## src/rtl/adc_mon_pkg.sv

```systemverilog
package adc_mon_pkg;
  typedef enum logic [1:0] {SAT_NONE, SAT_POS, SAT_NEG} sat_e;
endpackage

```

## src/rtl/amon_conv_counter.sv

```systemverilog
module amon_conv_counter #(
  parameter int CNT_W = 16
) (
  input  logic             clk_i,
  input  logic             rst_ni,
  input  logic             en_i,
  input  logic             take_i,
  input  logic             restart_i,
  input  logic [CNT_W-1:0] limit_i,
  input  logic             clr_i,
  output logic             irq_o
);
  logic [CNT_W-1:0] cnt_q;
  logic [CNT_W-1:0] tgt;
  logic             hit;

  assign tgt = (limit_i == '0) ? CNT_W'(1) : limit_i;
  assign hit = en_i && !restart_i && take_i && (cnt_q == tgt - CNT_W'(1));

  always_ff @(posedge clk_i or negedge rst_ni) begin
    if (!rst_ni)                 cnt_q <= '0;
    else if (!en_i || restart_i) cnt_q <= '0;
    else if (hit)                cnt_q <= '0;
    else if (take_i)             cnt_q <= cnt_q + CNT_W'(1);
  end

  // set wins over clear
  always_ff @(posedge clk_i or negedge rst_ni) begin
    if (!rst_ni)    irq_o <= 1'b0;
    else if (hit)   irq_o <= 1'b1;
    else if (clr_i) irq_o <= 1'b0;
  end
endmodule

```

## src/rtl/amon_thresh_cmp.sv

```systemverilog
module amon_thresh_cmp #(
  parameter int DATA_W = 16
) (
  input  logic              clk_i,
  input  logic              rst_ni,
  input  logic              en_i,
  input  logic              take_i,
  input  logic [DATA_W-1:0] data_i,
  input  logic [DATA_W-1:0] thr_i,
  input  logic              clr_i,
  output logic              irq_o
);
  logic [DATA_W:0] mag;
  logic            over;

  // one extra bit so the most negative value keeps its magnitude
  assign mag  = data_i[DATA_W-1] ? ({1'b0, ~data_i} + (DATA_W+1)'(1)) : {1'b0, data_i};
  assign over = en_i && take_i && (mag > {1'b0, thr_i});

  always_ff @(posedge clk_i or negedge rst_ni) begin
    if (!rst_ni)    irq_o <= 1'b0;
    else if (over)  irq_o <= 1'b1;
    else if (clr_i) irq_o <= 1'b0;
  end
endmodule

```

## src/rtl/amon_accum.sv

```systemverilog
module amon_accum
  import adc_mon_pkg::*;
#(
  parameter int DATA_W = 16,
  parameter int ACC_W  = 32
) (
  input  logic              clk_i,
  input  logic              rst_ni,
  input  logic              en_i,
  input  logic              take_i,
  input  logic [DATA_W-1:0] data_i,
  input  logic              clr_i,
  output logic [ACC_W-1:0]  acc_o,
  output logic              ovf_o
);
  localparam logic [ACC_W-1:0] ACC_MAX = {1'b0, {(ACC_W-1){1'b1}}};
  localparam logic [ACC_W-1:0] ACC_MIN = {1'b1, {(ACC_W-1){1'b0}}};

  logic [ACC_W-1:0] sext;
  logic [ACC_W:0]   sum;
  sat_e             sat;

  generate
    if (ACC_W > DATA_W) begin : g_ext
      assign sext = {{(ACC_W-DATA_W){data_i[DATA_W-1]}}, data_i};
    end else begin : g_same
      assign sext = ACC_W'(data_i);
    end
  endgenerate

  assign sum = {acc_o[ACC_W-1], acc_o} + {sext[ACC_W-1], sext};

  always_comb begin
    if (sum[ACC_W] == sum[ACC_W-1]) sat = SAT_NONE;
    else if (sum[ACC_W])            sat = SAT_NEG;
    else                            sat = SAT_POS;
  end

  always_ff @(posedge clk_i or negedge rst_ni) begin
    if (!rst_ni)     acc_o <= '0;
    else if (!en_i)  acc_o <= '0;
    else if (take_i) begin
      case (sat)
        SAT_POS: acc_o <= ACC_MAX;
        SAT_NEG: acc_o <= ACC_MIN;
        default: acc_o <= sum[ACC_W-1:0];
      endcase
    end
  end

  always_ff @(posedge clk_i or negedge rst_ni) begin
    if (!rst_ni)                               ovf_o <= 1'b0;
    else if (en_i && take_i && sat != SAT_NONE) ovf_o <= 1'b1;
    else if (clr_i)                            ovf_o <= 1'b0;
  end
endmodule

```

## src/rtl/adc_result_monitor.sv

```systemverilog
module adc_result_monitor #(
  parameter int DATA_W = 16,
  parameter int ACC_W  = 32,
  parameter int CNT_W  = 16
) (
  input  logic              clk_i,
  input  logic              rst_ni,
  input  logic              res_valid_i,
  input  logic              res_settled_i,
  input  logic [DATA_W-1:0] res_data_i,
  input  logic              cfg_count_we_i,
  input  logic [CNT_W-1:0]  cfg_count_i,
  input  logic              cfg_thr_we_i,
  input  logic [DATA_W-1:0] cfg_thr_i,
  input  logic              cfg_cnt_en_i,
  input  logic              cfg_thr_en_i,
  input  logic              cfg_acc_en_i,
  input  logic              cnt_irq_clr_i,
  input  logic              thr_irq_clr_i,
  input  logic              acc_ovf_clr_i,
  output logic              cnt_irq_o,
  output logic              thr_irq_o,
  output logic [ACC_W-1:0]  acc_o,
  output logic              acc_ovf_o
);
  logic              take;
  logic [CNT_W-1:0]  lim_q;
  logic [DATA_W-1:0] thr_q;

  assign take = res_valid_i & res_settled_i;

  always_ff @(posedge clk_i or negedge rst_ni) begin
    if (!rst_ni)             lim_q <= '0;
    else if (cfg_count_we_i) lim_q <= cfg_count_i;
  end

  always_ff @(posedge clk_i or negedge rst_ni) begin
    if (!rst_ni)           thr_q <= '1;
    else if (cfg_thr_we_i) thr_q <= cfg_thr_i;
  end

  amon_conv_counter #(.CNT_W(CNT_W)) u_cnt (
    .clk_i     (clk_i),
    .rst_ni    (rst_ni),
    .en_i      (cfg_cnt_en_i),
    .take_i    (take),
    .restart_i (cfg_count_we_i),
    .limit_i   (lim_q),
    .clr_i     (cnt_irq_clr_i),
    .irq_o     (cnt_irq_o)
  );

  amon_thresh_cmp #(.DATA_W(DATA_W)) u_thr (
    .clk_i  (clk_i),
    .rst_ni (rst_ni),
    .en_i   (cfg_thr_en_i),
    .take_i (take),
    .data_i (res_data_i),
    .thr_i  (thr_q),
    .clr_i  (thr_irq_clr_i),
    .irq_o  (thr_irq_o)
  );

  amon_accum #(.DATA_W(DATA_W), .ACC_W(ACC_W)) u_acc (
    .clk_i  (clk_i),
    .rst_ni (rst_ni),
    .en_i   (cfg_acc_en_i),
    .take_i (take),
    .data_i (res_data_i),
    .clr_i  (acc_ovf_clr_i),
    .acc_o  (acc_o),
    .ovf_o  (acc_ovf_o)
  );
endmodule

```

## config.mk

```make
export PLATFORM = sky130hd
export DESIGN_NAME = adc_result_monitor
export DESIGN_NICKNAME = d
export VERILOG_FILES = /design/src/rtl/adc_mon_pkg.sv /design/src/rtl/amon_conv_counter.sv /design/src/rtl/amon_thresh_cmp.sv /design/src/rtl/amon_accum.sv /design/src/rtl/adc_result_monitor.sv
export SDC_FILE = /design/constraint.sdc
export NUM_CORES = 1
export LEC_CHECK = 0
export ABC_AREA = 1
export BUFFER_PORTS_ARGS = -buffer_cell sky130_fd_sc_hd__buf_2
export CAP_MARGIN = 20
export CORE_MARGIN = 5
export CORE_UTILIZATION = 25
export DETAILED_ROUTE_END_ITERATION = 8
export GPL_ROUTABILITY_DRIVEN = 0
export PLACE_DENSITY_LB_ADDON = 0.12
export SLEW_MARGIN = 20
export SYNTH_ARGS = -nofsm -noshare
export SYNTH_HDL_FRONTEND = slang
export SYNTH_HIERARCHICAL = 1
export SYNTH_SLANG_ARGS = --single-unit
```

## constraint.sdc

```tcl
create_clock -name clk_i -period 7.5 [get_ports clk_i]
set_input_delay 0.375 -clock clk_i [delete_from_list [all_inputs] [get_ports clk_i]]
set_output_delay 0.375 -clock clk_i [all_outputs]
set_load 0.02 [all_outputs]
```

# [After elaboration in Yosys (flattened, before gate mapping)]
# Index checks and enable logic that the tools add are counted.
[op_classes] n_lt_le_gt_ge=1 reduce_logical=16 eq_ne=5 add_sub_neg=4 bitwise=2 n_mux=16
[ops] op="16-bit 2-to-1 mux" n=4
[ops] op="32-bit 2-to-1 mux" n=2
[ops] op="32-bit one-hot mux with 2 select lines" n=1
[ops] op="32-bit by 16-bit adder with 33-bit output" n=1
[ops] op="16-bit by 1-bit adder with 17-bit output, second input constant" n=1
[ops] op="17-bit by 16-bit greater-than comparator with 1-bit output" n=1
[ops] op="17-bit 2-to-1 mux" n=1
[ops] op="16-bit by 1-bit adder with 16-bit output, second input constant" n=1
[ops] op="16-bit == test" n=1
[ops] op="16-bit zero test" n=1
[ops] op="16-bit NOT" n=1
[ops] op="16-bit by 1-bit subtractor with 16-bit output, second input constant" n=1
[ops] op="2-bit nonzero test" n=4
[ops] op="1-bit logical AND" n=7
[ops] op="1-bit 2-to-1 mux" n=6
[ops] op="2-bit 2-to-1 mux" n=2
[ops] op="3-bit nonzero test" n=1
[ops] op="2-bit by 1-bit == test with 1-bit output, second input constant" n=1
[ops] op="2-bit == test, second input constant" n=1
[ops] op="1-bit zero test" n=2
[ops] op="2-bit by 1-bit inequality test with 1-bit output, second input constant" n=1
[ops] op="1-bit bitwise AND" n=1
[ops] op="1-bit == test" n=1
[ops] op="1-bit logical OR" n=1
[totals] ff_bits=83 elab_cells=51 out_inout_bits=35 in_bits=60

# [Logic depth before layout (Yosys ltp)]
[logic_depth] word_depth=7 mapped_depth=21

# [By module]
# The synthesis kept the hierarchy.
[by_module_without_submodules] mod="amon_accum" area_each_um2=3753.6 cells_each=669 seq_area_each_um2=825.8 instances=1
[by_module_without_submodules] mod="amon_conv_counter" area_each_um2=1913.1 cells_each=288 seq_area_each_um2=425.4 instances=1
[by_module_without_submodules] mod="adc_result_monitor" area_each_um2=1290.0 cells_each=138 seq_area_each_um2=820.8 instances=1
[by_module_without_submodules] mod="amon_thresh_cmp" area_each_um2=877.1 cells_each=149 seq_area_each_um2=25.0 instances=1

# [Worst setup path before layout]
# OpenSTA, ideal clock, no wires.
[synth_path] path_kind="reg-to-reg" start="register u_acc.acc_o[0]" end="register u_acc.acc_o[10]" path_slack_ns=4.454 stages_incl_launch_ff=19 t_required_ns=7.383 arrival_ns=2.929 path_cell_list="dfrtp_1 -> ha_1 -> fa_1 -> nand3_1 -> nand3_2 -> nand2_1 -> nand2_1 -> nand2_1 -> nand2_2 -> nand2_1 -> nand3_1 -> nand2_1 -> inv_1 -> ha_1 -> o21ai_1 -> inv_1 -> clkbuf_1 -> nand2_1 -> nand2_1"
[synth_between] elab_chain_cells=7 word_cells_on_any_way=9 classes_between="add/sub: 1; eq/ne: 3; mux: 5"
[synth_lines] element="start: declaration" line="amon_accum.sv:13" rtl="output logic [ACC_W-1:0] acc_o,"
[synth_lines] element="start signal: assignment" line="amon_accum.sv:46" rtl="default: acc_o <= sum[ACC_W-1:0];"
[synth_lines] element="32-bit by 16-bit adder with 33-bit output *" line="amon_accum.sv:31" rtl="assign sum = {acc_o[ACC_W-1], acc_o} + {sext[ACC_W-1], sext};"
[synth_lines] element="2-bit 2-to-1 mux / 1-bit == test (equally long branches)" line="amon_accum.sv:35, amon_accum.sv:34"
[synth_lines] element="2-bit 2-to-1 mux" line="amon_accum.sv:34" rtl="if (sum[ACC_W] == sum[ACC_W-1]) sat = SAT_NONE;"
[synth_lines] element="2-bit == test / 2-bit by 1-bit == test with 1-bit output (equally long branches)" line="amon_accum.sv:43" rtl="case (sat)"
[synth_lines] element="32-bit one-hot mux with 2 select lines *" line="amon_accum.sv:43"
[synth_lines] element="32-bit 2-to-1 mux *" line="amon_accum.sv:42" rtl="else if (take_i) begin"
[synth_lines] element="32-bit 2-to-1 mux *" line="amon_accum.sv:41" rtl="else if (!en_i) acc_o <= '0;"
# Every way passes the cells marked *; elsewhere a longest branch is shown, timed or not. The select of a mux whose other input is x is not followed.
# A chain may end at the register's enable or synchronous reset.

# [Final worst setup path]
[layout_path] start="register u_acc.acc_o[0]" end="register u_acc.acc_o[17]"
# The elaborated chain is that of the path after synthesis.

==> metrics.md <==
| Metric | Value |
|---|---|
| Clock tree buffer depth | 2 |
| Critical R2R Launch | u_acc/acc_o[0] |
| IO Count | 95 |
| Worst-Skew Late Latency | 0.36 ns |
| Worst Hold Depth | 3 |
| Final Cycle Share | 55.0% |
| Die W | 187 um |
| Starting Density | 25.5% |
| Commonest non-fill, non-tap cell in the layout | nand2_1 |
| Post-synthesis compound-gate area fraction | 5.77% |
| Mux contribution to synthesized area | 0% |
| Remaining Overflow, GRT | 0 |
| Post-synth cell types | 46 |
| Initial antenna violation count | 0 |
| Adder-Cell Fraction of Synth Area | under 10% |
| Syn Area/Cell | about 6.3 um2 |
| Pin count of the biggest net entering global routing | 52 |
| Final Setup Violations | 0 |
| Leak pwr | 5.22 nW |
| M3 GR Usage | 2.63% |
| Hold Path Class | input pin to flip-flop |
| Core ar. | 30700 um2 |
| DRC viols | 0 |
| Number of global-route vias before repair | 7530 |
| Slew @ Worst Pin | about 0.89 ns |
| H-tree depth | 3 |
| Fmax | 243 MHz |
| Syn_nets | 1357 |
| Synth top area cells | nand2_1 24%, dfrtp_1 21%, inv_1 9.0% |
| Crit-path max FO | 22 |
| Cells on worst reg2reg path | 17 |
| Fillers | 3530 |
| Util after Layout | 29.3% |
| Hpwl dp | 19.2 mm |
| YS warnings | 6 |
| Worst vdd ir | 114 uV |
| Area Overhead vs Synth | 14.9% |
| Final nets | 1445 |
| Gate Count Post-Synth | roughly 1200 |
| WS Path Type | flip-flop to flip-flop |
| Share of cells above drive strength 1 | between 15 and 20% |
| Drt pass-1 iters | 5 |
| Status | complete, no violations |
| Most used DFF post-synth | dfrtp_1 |
| Worst hold start | cfg_count_i[8] |
| RSZ-0062 raised after global routing | no |
| WL/cell | around 14 um |
| Die Height | 187 um |
| Root Driver | clkbuf_16 |
| Final-report hold violation count | 0 |
| Async SR Flop Fraction | 100% |
| Power Density | 183 nW/um2 |
| Setup TNS Final | 0 ns |
| Total CTS buffers | 9 |
| Most frequent cells in the layout | 504 x nand2_1, 188 x inv_1, 93 x buf_2, 86 x nor2_1, 73 x nand3_1 |
| Startpoint class of the critical path | flip-flop |
| GR met2 Demand/Resource | 23.4% |
| Synthesized area | 7830 um2 |
| Crit path from | u_acc/acc_o[0] |
| Placed cell areas | roughly 8700 um2 |
| N_diodes | 0 |
| Antenna viol nets, final | 0 |
| Req. time, crit path | 7.74 ns |
| Clock Skew | 0.0135 ns |
| IO Port Bufs | 94 |
| Largest family of logic cells by synthesized area | simple AND/OR/NAND/NOR gates |
| Simple-Gate Fraction of Synth Area | 42.2% |
| Yosys top cell area share | about 24% |
| Global-route wire length before repair | 39.5 mm |
| Post-synth EDFFs | 0 |
| Crit end category | flip-flop |
| Sequential area share after synthesis | 26.8% |
| Final wirelength | 23.6 mm |
| Vias per cell | 4.29 |
| Post-Synth XOR/XNOR Area | 4.82% |
| Max-slew headroom | 40.3% |
| Max-slew violation count | 0 |
| Site Rows | 64 |
| Die Area | about 35000 um2 |
| Grt met1 use | 18.3% |
| Seq cells post-synth | 83 |
| Design Area, Final | 9000 um2 |
| Crit path time final | between 4 and 5 ns |
| Busiest layer in global routing | met2 |
| TritonCTS clock tree | built |
| Total of max-cap violations | 0 |
| Number of DRC markers in iteration 0 | about 350 |
| Yosys top cell by area | nand2_1 |
| Crit path DAT | 4.36 ns |
| Gr usage total | roughly 14% |
| Reg clk slew, reported paths | 0.08 ns |
| Routed vias | approximately 7400 |
| CTS sink cnt | 83 |
[cells in the mapped netlist (2+ instances only)]
cell type / n
nor2_4: 3
nand3_2: 12
nor2_2: 13
clkinv_2: 2
nand4_2: 2
nand2_1: 504
a21oi_1: 45
ha_1: 52
nor3_1: 12
nor3_4: 2
nand3b_2: 5
buf_2: 4
clkbuf_1: 11
dfstp_2: 16
inv_2: 8
xor2_1: 29
nor2_1: 87
dfrtp_1: 67
xnor2_1: 9
nand3_1: 73
xnor3_1: 2
nand4_1: 12
o21ai_1: 4
inv_1: 188
nand2_4: 2
nand2_2: 17
nand3b_1: 12
buf_6: 6
o21bai_1: 3
o21ai_0: 26
[per-stage QoR]
step	std cells	hold slack (ns)	power, W	worst slack (ns)
after floorplan	1244	0.0794	0.000983	4.45
after global placement	1716	0.380	0.00118	3.02
after detailed placement	1716	0.390	0.00118	2.95
after CTS	1733	0.180	0.00169	3.25
after global routing	1733	0.186	0.00180	2.85
final	1733	0.202	0.00165	3.38
[repair_timing]
action | CTS | global route
hold buffers | 1 | 0
setup buffers | 0 | 0
resized for setup | 0 | 0
hold endpoints to repair | 17 | 0
[final timing paths]
path / endpoint / slack [ns]
min in group asynchronous: lim_q[3] / 0.50
worst min register to register: thr_q[12] / 0.46
worst max register to register: u_acc/acc_o[17] / 3.38
worst min-delay path: lim_q[8] / 0.20
worst max-delay path: u_acc/acc_o[17] / 3.38
max in group asynchronous: u_acc/acc_o[27] / 5.94
[kinds of logic (layout without fill, tap and decap cells)]
| kind of cell | after synthesis | in the layout |
|---|---|---|
| AOI/OAI and AO/OA | 85 | 85 |
| xor gates and xnor gates | 40 | 40 |
| adders and majority gates | 53 | 53 |
| buffers and inverters | 224 | 317 |
| DFF | 83 | 83 |
| and+or+nand+nor | 759 | 759 |
[power by group]
part	switching, W	total [W]	internal [W]	leakage [nW]
logic	0.000422	0.000633	0.000210	4.00
registers	0.0000395	0.000534	0.000494	1.06
clock network	0.000220	0.000485	0.000265	0.150
total	0.000681	0.00165	0.000970	5.22
[state kept, by name, summed over array words and instances (netlist names)]
name and flops:
u_cnt/cnt_q 16, lim_q 16, u_acc/ovf_o 1, u_thr/irq_o 1, u_cnt/irq_o 1, thr_q 16, u_acc/acc_o 32
[layout make-up]
type	instances	area [um2]	area share [%]
clock buffers	9	225	2.50
clock inverters	7	82.6	0.917
inverters	201	769	8.55
multi-input cells	937	4810	53.5
flip-flops and latches	83	2100	23.3
well taps	396	495	5.50
repair buffers	100	520	5.78
[worst max-delay path, stage by stage (launching register included)]
cell     delay, ns
dfrtp_1       0.40
ha_1          0.26
fa_1          0.47
nand3_1       0.12
nand3_2       0.11
nand2_1       0.08
nand2_1       0.09
nand2_1       0.09
nand2_2       0.08
nand2_1       0.10
nand3_1       0.08
nand2_1       0.09
inv_1         0.05
ha_1          0.30
o21ai_1       0.70
inv_1         0.66
o21ai_0       0.26
nand2_1       0.06
[metal layers]
layer	up-vias	routed length [um]
met5	-	0
met4	0	337
met3	12	800
met2	101	11000
met1	3301	11400
li1	4025	-
(Power assumes the default switching activity.)
